File: src/rtl/smc_cfg_pkg.sv
package smc_cfg_pkg;

    localparam int NUM_CS    = 8;
    localparam int CS_IDX_W  = $clog2(NUM_CS);
    localparam int DATA_W    = 32;
    localparam int ADDR_W    = 8;
    localparam int TIM_W     = 20;
    localparam int MODE_W    = 12;

    localparam logic [ADDR_W-1:0] OFS_CMD  = 8'h10;
    localparam logic [ADDR_W-1:0] OFS_TIM  = 8'h14;
    localparam logic [ADDR_W-1:0] OFS_MODE = 8'h18;

    // Command word layout: type field in bits 22:21,
    // target {interface, select} in bits 25:23.
    localparam int CMD_LSB   = 21;
    localparam int CMD_MSB   = 25;
    localparam int CMD_W     = CMD_MSB - CMD_LSB + 1;

    typedef enum logic [1:0] {
        CMD_T0     = 2'b00,
        CMD_T1     = 2'b01,
        CMD_UPDATE = 2'b10,
        CMD_T3     = 2'b11
    } cmd_type_e;

    typedef struct packed {
        logic [3:0] page_cyc;
        logic [3:0] we_dly;
        logic [3:0] oe_dly;
        logic [3:0] wr_cyc;
        logic [3:0] rd_cyc;
    } cs_timing_t;

    typedef struct packed {
        logic       adv_en;
        logic       rsvd;
        logic [2:0] wr_burst;
        logic       wr_sync;
        logic [2:0] rd_burst;
        logic       rd_sync;
        logic [1:0] width;
    } cs_mode_t;

    function automatic cmd_type_e cmd_kind(input logic [CMD_W-1:0] f);
        return cmd_type_e'(f[1:0]);
    endfunction

    function automatic logic [CS_IDX_W-1:0] cmd_target(input logic [CMD_W-1:0] f);
        return f[CMD_W-1:2];
    endfunction

endpackage

File: src/rtl/smc_hold_regs.sv
module smc_hold_regs
    import smc_cfg_pkg::*;
(
    input  logic              clk,
    input  logic              rst,
    input  logic              bus_we,
    input  logic [ADDR_W-1:0] bus_addr,
    input  logic [DATA_W-1:0] bus_wdata,
    output logic [DATA_W-1:0] bus_rdata,
    output cs_timing_t        hold_tim,
    output cs_mode_t          hold_mode,
    output logic              cmd_wr
);

    logic [DATA_W-1:0] cmd_q;
    logic              tim_wr, mode_wr;

    assign tim_wr  = bus_we && (bus_addr == OFS_TIM);
    assign mode_wr = bus_we && (bus_addr == OFS_MODE);
    assign cmd_wr  = bus_we && (bus_addr == OFS_CMD);

    always_ff @(posedge clk) begin
        if (rst) begin
            hold_tim  <= '0;
            hold_mode <= '0;
            cmd_q     <= '0;
        end else begin
            if (tim_wr)  hold_tim  <= cs_timing_t'(bus_wdata[TIM_W-1:0]);
            if (mode_wr) hold_mode <= cs_mode_t'(bus_wdata[MODE_W-1:0]);
            if (cmd_wr)  cmd_q     <= bus_wdata;
        end
    end

    always_comb begin
        unique case (bus_addr)
            OFS_CMD:  bus_rdata = cmd_q;
            OFS_TIM:  bus_rdata = DATA_W'(hold_tim);
            OFS_MODE: bus_rdata = DATA_W'(hold_mode);
            default:  bus_rdata = '0;
        endcase
    end

    // holding registers move only on a write to their own offset
    assert_hold_tim_stable_R11: assert property (@(posedge clk) disable iff (rst)
        !(bus_we && bus_addr == OFS_TIM) |=> $stable(hold_tim));
    assert_hold_mode_stable_R11: assert property (@(posedge clk) disable iff (rst)
        !(bus_we && bus_addr == OFS_MODE) |=> $stable(hold_mode));
    // command readback follows the last command write
    assert_cmd_readback_R8: assert property (@(posedge clk) disable iff (rst)
        (bus_we && bus_addr == OFS_CMD) |=> cmd_q == $past(bus_wdata));

endmodule

File: src/rtl/smc_cmd_decode.sv
module smc_cmd_decode
    import smc_cfg_pkg::*;
(
    input  logic              clk,
    input  logic              rst,
    input  logic              cmd_wr,
    input  logic [CMD_W-1:0]  cmd_field,
    output logic [NUM_CS-1:0] upd_vec
);

    cmd_type_e           kind;
    logic [CS_IDX_W-1:0] tgt;

    assign kind = cmd_kind(cmd_field);
    assign tgt  = cmd_target(cmd_field);

    always_comb begin
        upd_vec = '0;
        if (cmd_wr && kind == CMD_UPDATE)
            upd_vec = NUM_CS'(1) << tgt;
    end

    // at most one chip select is strobed per command
    assert_single_target_R6: assert property (@(posedge clk) disable iff (rst)
        $onehot0(upd_vec));
    // no strobe without an update-type command write
    assert_no_strobe_other_R7: assert property (@(posedge clk) disable iff (rst)
        (!cmd_wr || cmd_field[1:0] != 2'b10) |-> upd_vec == '0);

endmodule

File: src/rtl/smc_cs_regfile.sv
module smc_cs_regfile
    import smc_cfg_pkg::*;
(
    input  logic                     clk,
    input  logic                     rst,
    input  logic [NUM_CS-1:0]        upd_vec,
    input  cs_timing_t               hold_tim,
    input  cs_mode_t                 hold_mode,
    output logic [NUM_CS*TIM_W-1:0]  cs_timing_o,
    output logic [NUM_CS*MODE_W-1:0] cs_mode_o
);

    cs_timing_t act_tim_q  [NUM_CS];
    cs_mode_t   act_mode_q [NUM_CS];

    for (genvar i = 0; i < NUM_CS; i++) begin : g_cs
        always_ff @(posedge clk) begin
            if (rst) begin
                act_tim_q[i]  <= '0;
                act_mode_q[i] <= '0;
            end else if (upd_vec[i]) begin
                act_tim_q[i]  <= hold_tim;
                act_mode_q[i] <= hold_mode;
            end
        end

        assign cs_timing_o[i*TIM_W +: TIM_W]  = act_tim_q[i];
        assign cs_mode_o[i*MODE_W +: MODE_W]  = act_mode_q[i];

        // a strobed chip select takes both holding values
        assert_commit_R5: assert property (@(posedge clk) disable iff (rst)
            upd_vec[i] |=> (cs_timing_o[i*TIM_W +: TIM_W] == $past(hold_tim))
                        && (cs_mode_o[i*MODE_W +: MODE_W] == $past(hold_mode)));
        // an unstrobed chip select keeps its settings
        assert_keep_R9: assert property (@(posedge clk) disable iff (rst)
            !upd_vec[i] |=> $stable(cs_timing_o[i*TIM_W +: TIM_W])
                         && $stable(cs_mode_o[i*MODE_W +: MODE_W]));
    end

endmodule

File: src/rtl/smc_cs_cfg_bank.sv
module smc_cs_cfg_bank
    import smc_cfg_pkg::*;
(
    input  logic                     clk,
    input  logic                     rst,
    input  logic                     bus_we,
    input  logic [ADDR_W-1:0]        bus_addr,
    input  logic [DATA_W-1:0]        bus_wdata,
    output logic [DATA_W-1:0]        bus_rdata,
    output logic [NUM_CS*TIM_W-1:0]  cs_timing_o,
    output logic [NUM_CS*MODE_W-1:0] cs_mode_o
);

    cs_timing_t        hold_tim;
    cs_mode_t          hold_mode;
    logic              cmd_wr;
    logic [NUM_CS-1:0] upd_vec;

    smc_hold_regs u_hold (
        .clk       (clk),
        .rst       (rst),
        .bus_we    (bus_we),
        .bus_addr  (bus_addr),
        .bus_wdata (bus_wdata),
        .bus_rdata (bus_rdata),
        .hold_tim  (hold_tim),
        .hold_mode (hold_mode),
        .cmd_wr    (cmd_wr)
    );

    smc_cmd_decode u_dec (
        .clk       (clk),
        .rst       (rst),
        .cmd_wr    (cmd_wr),
        .cmd_field (bus_wdata[CMD_MSB:CMD_LSB]),
        .upd_vec   (upd_vec)
    );

    smc_cs_regfile u_rf (
        .clk         (clk),
        .rst         (rst),
        .upd_vec     (upd_vec),
        .hold_tim    (hold_tim),
        .hold_mode   (hold_mode),
        .cs_timing_o (cs_timing_o),
        .cs_mode_o   (cs_mode_o)
    );

    // the cycle after a reset edge everything reads as zero
    assert_reset_clear_R1: assert property (@(posedge clk)
        rst |=> (cs_timing_o == '0) && (cs_mode_o == '0));

endmodule

File: config.mk
export PLATFORM = sky130hd
export DESIGN_NAME = smc_cs_cfg_bank
export DESIGN_NICKNAME = d
export VERILOG_FILES = /design/src/rtl/smc_cfg_pkg.sv /design/src/rtl/smc_hold_regs.sv /design/src/rtl/smc_cmd_decode.sv /design/src/rtl/smc_cs_regfile.sv /design/src/rtl/smc_cs_cfg_bank.sv
export SDC_FILE = /design/constraint.sdc
export NUM_CORES = 1
export LEC_CHECK = 0
export ABC_AREA = 1
export BUFFER_PORTS_ARGS = -buffer_cell sky130_fd_sc_hd__buf_2
export CAP_MARGIN = 10
export CORE_UTILIZATION = 45
export DETAILED_ROUTE_END_ITERATION = 10
export PLACE_DENSITY_LB_ADDON = 0.2
export SLEW_MARGIN = 20
export SYNTH_ARGS = -nofsm -noshare
export SYNTH_HDL_FRONTEND = slang
export SYNTH_SLANG_ARGS = --single-unit
File: constraint.sdc
create_clock -name clk -period 2.4 [get_ports clk]
set_input_delay 0.36 -clock clk [delete_from_list [all_inputs] [get_ports clk]]
set_output_delay 0.36 -clock clk [all_outputs]
set_load 0.05 [all_outputs]
-- Yosys cells after proc, flatten, opt, wreduce, memory -nomap -nowiden
Memory sizes are Yosys's and may differ from the RTL's.
Cells that the tools add are included.
- register bits after elaboration: 64
- bits in writable memories: 256
- word-level logic and storage cells: 84
- memories kept: 2
- equal/unequal tests: 4
- shift operators: 1
- multiplexer cells: 44
- bitwise logic cells: 16
- reductions and logical operators: 4
- memory list (memory ; depth ; bits a word ; read ports ; clocked after Yosys merged registers in ; wr ports ; line ; RTL):
    u_rf.act_tim_q ; 8 ; 20 ; 8 ; 0 ; 8 ; smc_cs_regfile.sv:13 ; cs_timing_t act_tim_q [NUM_CS];
    u_rf.act_mode_q ; 8 ; 12 ; 8 ; 0 ; 8 ; smc_cs_regfile.sv:14 ; cs_mode_t act_mode_q [NUM_CS];
- operators by type and width (kind ; number):
    2-to-1 mux 20 bit ; 8
    2-to-1 mux 12 bit ; 8
    one-hot mux 32 bit (3 select lines) ; 1
    2-to-1 mux 1 bit ; 26
    == test 8 x 5 -> 1 bit (second input constant) ; 3
    bitwise OR 1 bit ; 16
    2-to-1 mux 8 bit ; 1
    << shifter 1 x 3 -> 8 bit (first input constant) ; 1
    logical AND 1 bit ; 4
    == test 2 bit (second input constant) ; 1

-- Depth between registers and ports, before layout
- depth after elaboration: 8
- mapped depth: 9
- gate-level depth less buffers: 8

-- By module
Synthesis repeated with hierarchy kept, for this count alone.
- cell total of the unflattened synthesis: 1179
- area, all modules: 12747.2 µm²
- by module, submodules not included (module ; times used ; cells an instance ; area an instance (µm²) ; sequential area each (µm²)):
    smc_cs_regfile ; 1 ; 585 ; 9198.8 ; 7687.4
    smc_hold_regs ; 1 ; 572 ; 3452.1 ; 1281.2
    smc_cmd_decode ; 1 ; 22 ; 96.3 ; 0.0

-- Least setup slack after synthesis
Ideal clock, no wire load.
- kind: input to register
- start: in bus_addr[1]
- end: mem u_rf.act_mode_q[0][0] in the netlist's numbering, enable pin
- setup time: 389 ps
- arrival: 1992 ps
- data required time: 2011 ps
- setup slack: 19 ps
- cell stages on the path: 7
- path through: nor2_1 > nand2_1 > nor2_4 > buf_4 > nand4_4 > buf_4 > nand2_1
- RTL lines (element ; line ; RTL):
    from (decl) ; smc_cs_cfg_bank.sv:7 ; input logic [ADDR_W-1:0] bus_addr,
    to (decl) ; smc_cs_regfile.sv:14 ;

-- Worst setup path after layout
- start: in bus_addr[5]
- end: out bus_rdata[22]
- cells in the longest elaborated chain, start to end: 2
- elaborated cells between the ends (all ways): 4
- classes of those cells: eq/ne (3); mux (1)
- ends and longest elaborated chain (element ; line ; RTL):
    == test 8 x 5 -> 1 bit ; smc_hold_regs.sv:35 ; unique case (bus_addr)
    one-hot mux 32 bit (3 select lines) * ; smc_hold_regs.sv:35 ;
    to (decl) ; smc_cs_cfg_bank.sv:9 ; output logic [DATA_W-1:0] bus_rdata,
Every way passes the cells marked *; elsewhere a longest branch is shown, timed or not.

==> flow_metrics.env <==
export IMPL_status="finished clean"
export IMPL_numCtsBuffers=35
export IMPL_yosysSeqAreaShare=0.723
export IMPL_max_stage_delay_ns=0.27
export IMPL_clk_pin_slew_ns=0.06
export IMPL_skew_ns=0.0140
export IMPL_area_growth_pct=26.8
export IMPL_drt_initial_drc_count=870
export IMPL_top_layer_used="met5"
export IMPL_ys_top_cells_by_area="edfxtp_1, dfxtp_1, nor3_1"
export IMPL_slowest_stage="buf_2"
export IMPL_cts_root_buf="clkbuf_16"
export IMPL_drc=0
export IMPL_cts_tree="built"
export IMPL_path_max_fanout=28
export IMPL_die_x_um=168
export IMPL_globalRouteTotalUtil=0.267
export IMPL_synth_distinct_cells=21
export IMPL_max_freq_mhz=478
export IMPL_die_area_mm2=0.0282
export IMPL_end_kind="output port"
export IMPL_yosys_area_top_type="edfxtp_1"
export IMPL_fill_cells=2319
export IMPL_cts_sinks=320
export IMPL_num_nets_final=1421
export IMPL_grt_pass1_wl_mm=55.1
export IMPL_cts_hold_buf=0
export IMPL_avgRoutedWirePerCell_um=21.8
export IMPL_arrival_ns=1.73
export IMPL_syn_nets=1087
export IMPL_startpoint_type="primary input"
export IMPL_wl_met2_mm=18.2
export IMPL_wl_met3_mm=3.10
export IMPL_met1Wirelength_mm=15.4
export IMPL_required_ns=2.04
export IMPL_start_util=0.459
export IMPL_grt_setup_unrepaired="false"
export IMPL_clock_latency_ns=0.51
export IMPL_vdd_drop_max_mv=0.422
export IMPL_critical_path_class="primary input to output port"
export IMPL_h_tree_depth=2
export IMPL_placed_cell_area_mm2=0.0147
export IMPL_syn_area_mm2=0.0124
export IMPL_via_per_inst=5.43
export IMPL_postRouteAntennaNets=0
export IMPL_yosysWarnings=0
export IMPL_layout_commonest_cell="buf_2"
export IMPL_ys_ff_latch=320
export IMPL_grt_max_degree=195
export IMPL_drt_pass1_iterations=7
export IMPL_worstPathCellList="buf_2 -> nor2_1 -> nand2_1 -> nor2_4 -> buf_12 -> inv_1 -> nor2_1 -> buf_2"
export IMPL_boundaryPins=331
export IMPL_clock_path_buffers=3
export IMPL_min_period_ns=2.09
export IMPL_cts_resized_gates=0
export IMPL_dp_hpwl_mm=24.0
export IMPL_finalHoldViolations=0
export IMPL_final_max_slew_viol_count=0
export IMPL_worst_pin_slew_ns=0.859
export IMPL_drive_gt1_frac=0.329
export IMPL_core_area_mm2=0.0270
export IMPL_grt_pass1_vias=8697
export IMPL_slew_headroom=0.427
export IMPL_setup_violations=0
export IMPL_synth_avg_cell_area_um2=11.9
export IMPL_vias=9483
export IMPL_synthCells=1044
export IMPL_cellPowerDensity_mw_per_mm2=774
export IMPL_row_count=60
export IMPL_gp_congestion=0.810
export IMPL_hp_class="primary input to flip-flop"
export IMPL_die_height_um=168
export IMPL_post_cts_buffers=0
export IMPL_port_buffers=330
export IMPL_mostFrequentLayoutCells="buf_2, edfxtp_1, nor3_1"
export IMPL_leakage_nw=6.22
export IMPL_maxCapViolations=0
export IMPL_setup_tns_ns=0
export IMPL_synth_top_area_frac=0.620
export IMPL_antenna_found_initial=3
export IMPL_finalCritPeriodShare=0.871
export IMPL_gr_total_overflow=0
export IMPL_stdcell_area_mm2=0.0157
export IMPL_wl_mm=38.0
-- sequential cells by signal, indices dropped and copies added, names as in the netlist --
name and cells:
u_hold.hold_tim 20, u_hold.hold_mode 12, u_hold.cmd_q 32, u_rf.act_mode_q 96, u_rf.act_tim_q 160
-- final timing paths --
kind / startpoint / endpoint / slack, ns / cells past startpoint
hold reg to reg: u_hold.cmd_q[16] / u_hold.cmd_q[16] / 0.46 / 2
setup reg to reg: u_hold.hold_mode[0] / u_rf.act_mode_q[1][12] / 0.97 / 2
setup / recovery: bus_addr[5] / bus_rdata[22] / 0.31 / 8
hold / removal: bus_wdata[16] / u_hold.hold_tim[16] / 0.09 / 3
-- routing by layer --
| layer | up-vias | global-route usage |
|---|---|---|
| met3 | 88 | 0.0559 |
| li1 | 4368 | - |
| met2 | 487 | 0.437 |
| met1 | 4536 | 0.353 |
| met5 | - | 0 |
| met4 | 4 | 0.0989 |
-- cell families (layout without fill, tap and decap cells) --
| family | Yosys count | count (layout) | share of synthesized area |
|---|---|---|---|
| buf+inv | 139 | 498 | 0.0447 |
| other cells | 0 | 1 | 0 |
| simple gates | 533 | 533 | 0.209 |
| flops | 320 | 320 | 0.723 |
| compound gates | 52 | 52 | 0.0234 |
-- per-stage QoR --
| stage | power, W | hold slack, ns | worst slack (ns) | instances | utilization |
|---|---|---|---|---|---|
| after floorplan | 0.00700 | 0.440 | 0.0185 | 1044 | - |
| after global placement | 0.00730 | 0.448 | 0.321 | 1682 | 0.543 |
| after detailed placement | 0.00731 | 0.452 | 0.293 | 1682 | 0.543 |
| after CTS | 0.0122 | 0.0802 | 0.287 | 1744 | 0.582 |
| after global routing | 0.0125 | 0.102 | 0.143 | 1744 | 0.582 |
| final | 0.0122 | 0.0945 | 0.309 | 1745 | 0.582 |
-- worst max-delay path: cells and delay by family --
| family | cells | cell delay (ns) |
|---|---|---|
| and+or+nand+nor | 4 | 0.63 |
| buffers and inverters | 4 | 0.73 |
-- cell type report --
cell class / instances / area (um2) / share of cell area
timing repair buffer: 381 / 2190 / 0.139
multi-input combinational: 585 / 2880 / 0.183
tap: 341 / 427 / 0.0271
clock inverter: 13 / 80.1 / 0.00509
clock buffer: 49 / 971 / 0.0617
antenna: 1 / 2.50 / 0.000159
inverter: 55 / 206 / 0.0131
sequential: 320 / 8970 / 0.570
-- Yosys cell counts --
cell type / n
o211ai_1: 12
clkbuf_2: 1
o21ai_0: 8
buf_4: 4
nor2_4: 1
nor2_1: 86
edfxtp_1: 256
clkbuf_1: 65
buf_2: 13
inv_1: 23
clkinv_1: 32
nand4_1: 1
nor3_2: 29
dfxtp_1: 64
nand4_2: 6
buf_1: 1
a21oi_1: 32
nand4_4: 1
nand3_1: 34
nand2_1: 147
nor3_1: 228
-- report_power, final --
group	total (W)	switching, W	internal (W)
registers	0.00616	0.0000444	0.00612
clock network	0.00499	0.00207	0.00292
logic	0.00103	0.000857	0.000172
total	0.0122	0.00297	0.00921
Power figures use the tool's default switching activity.
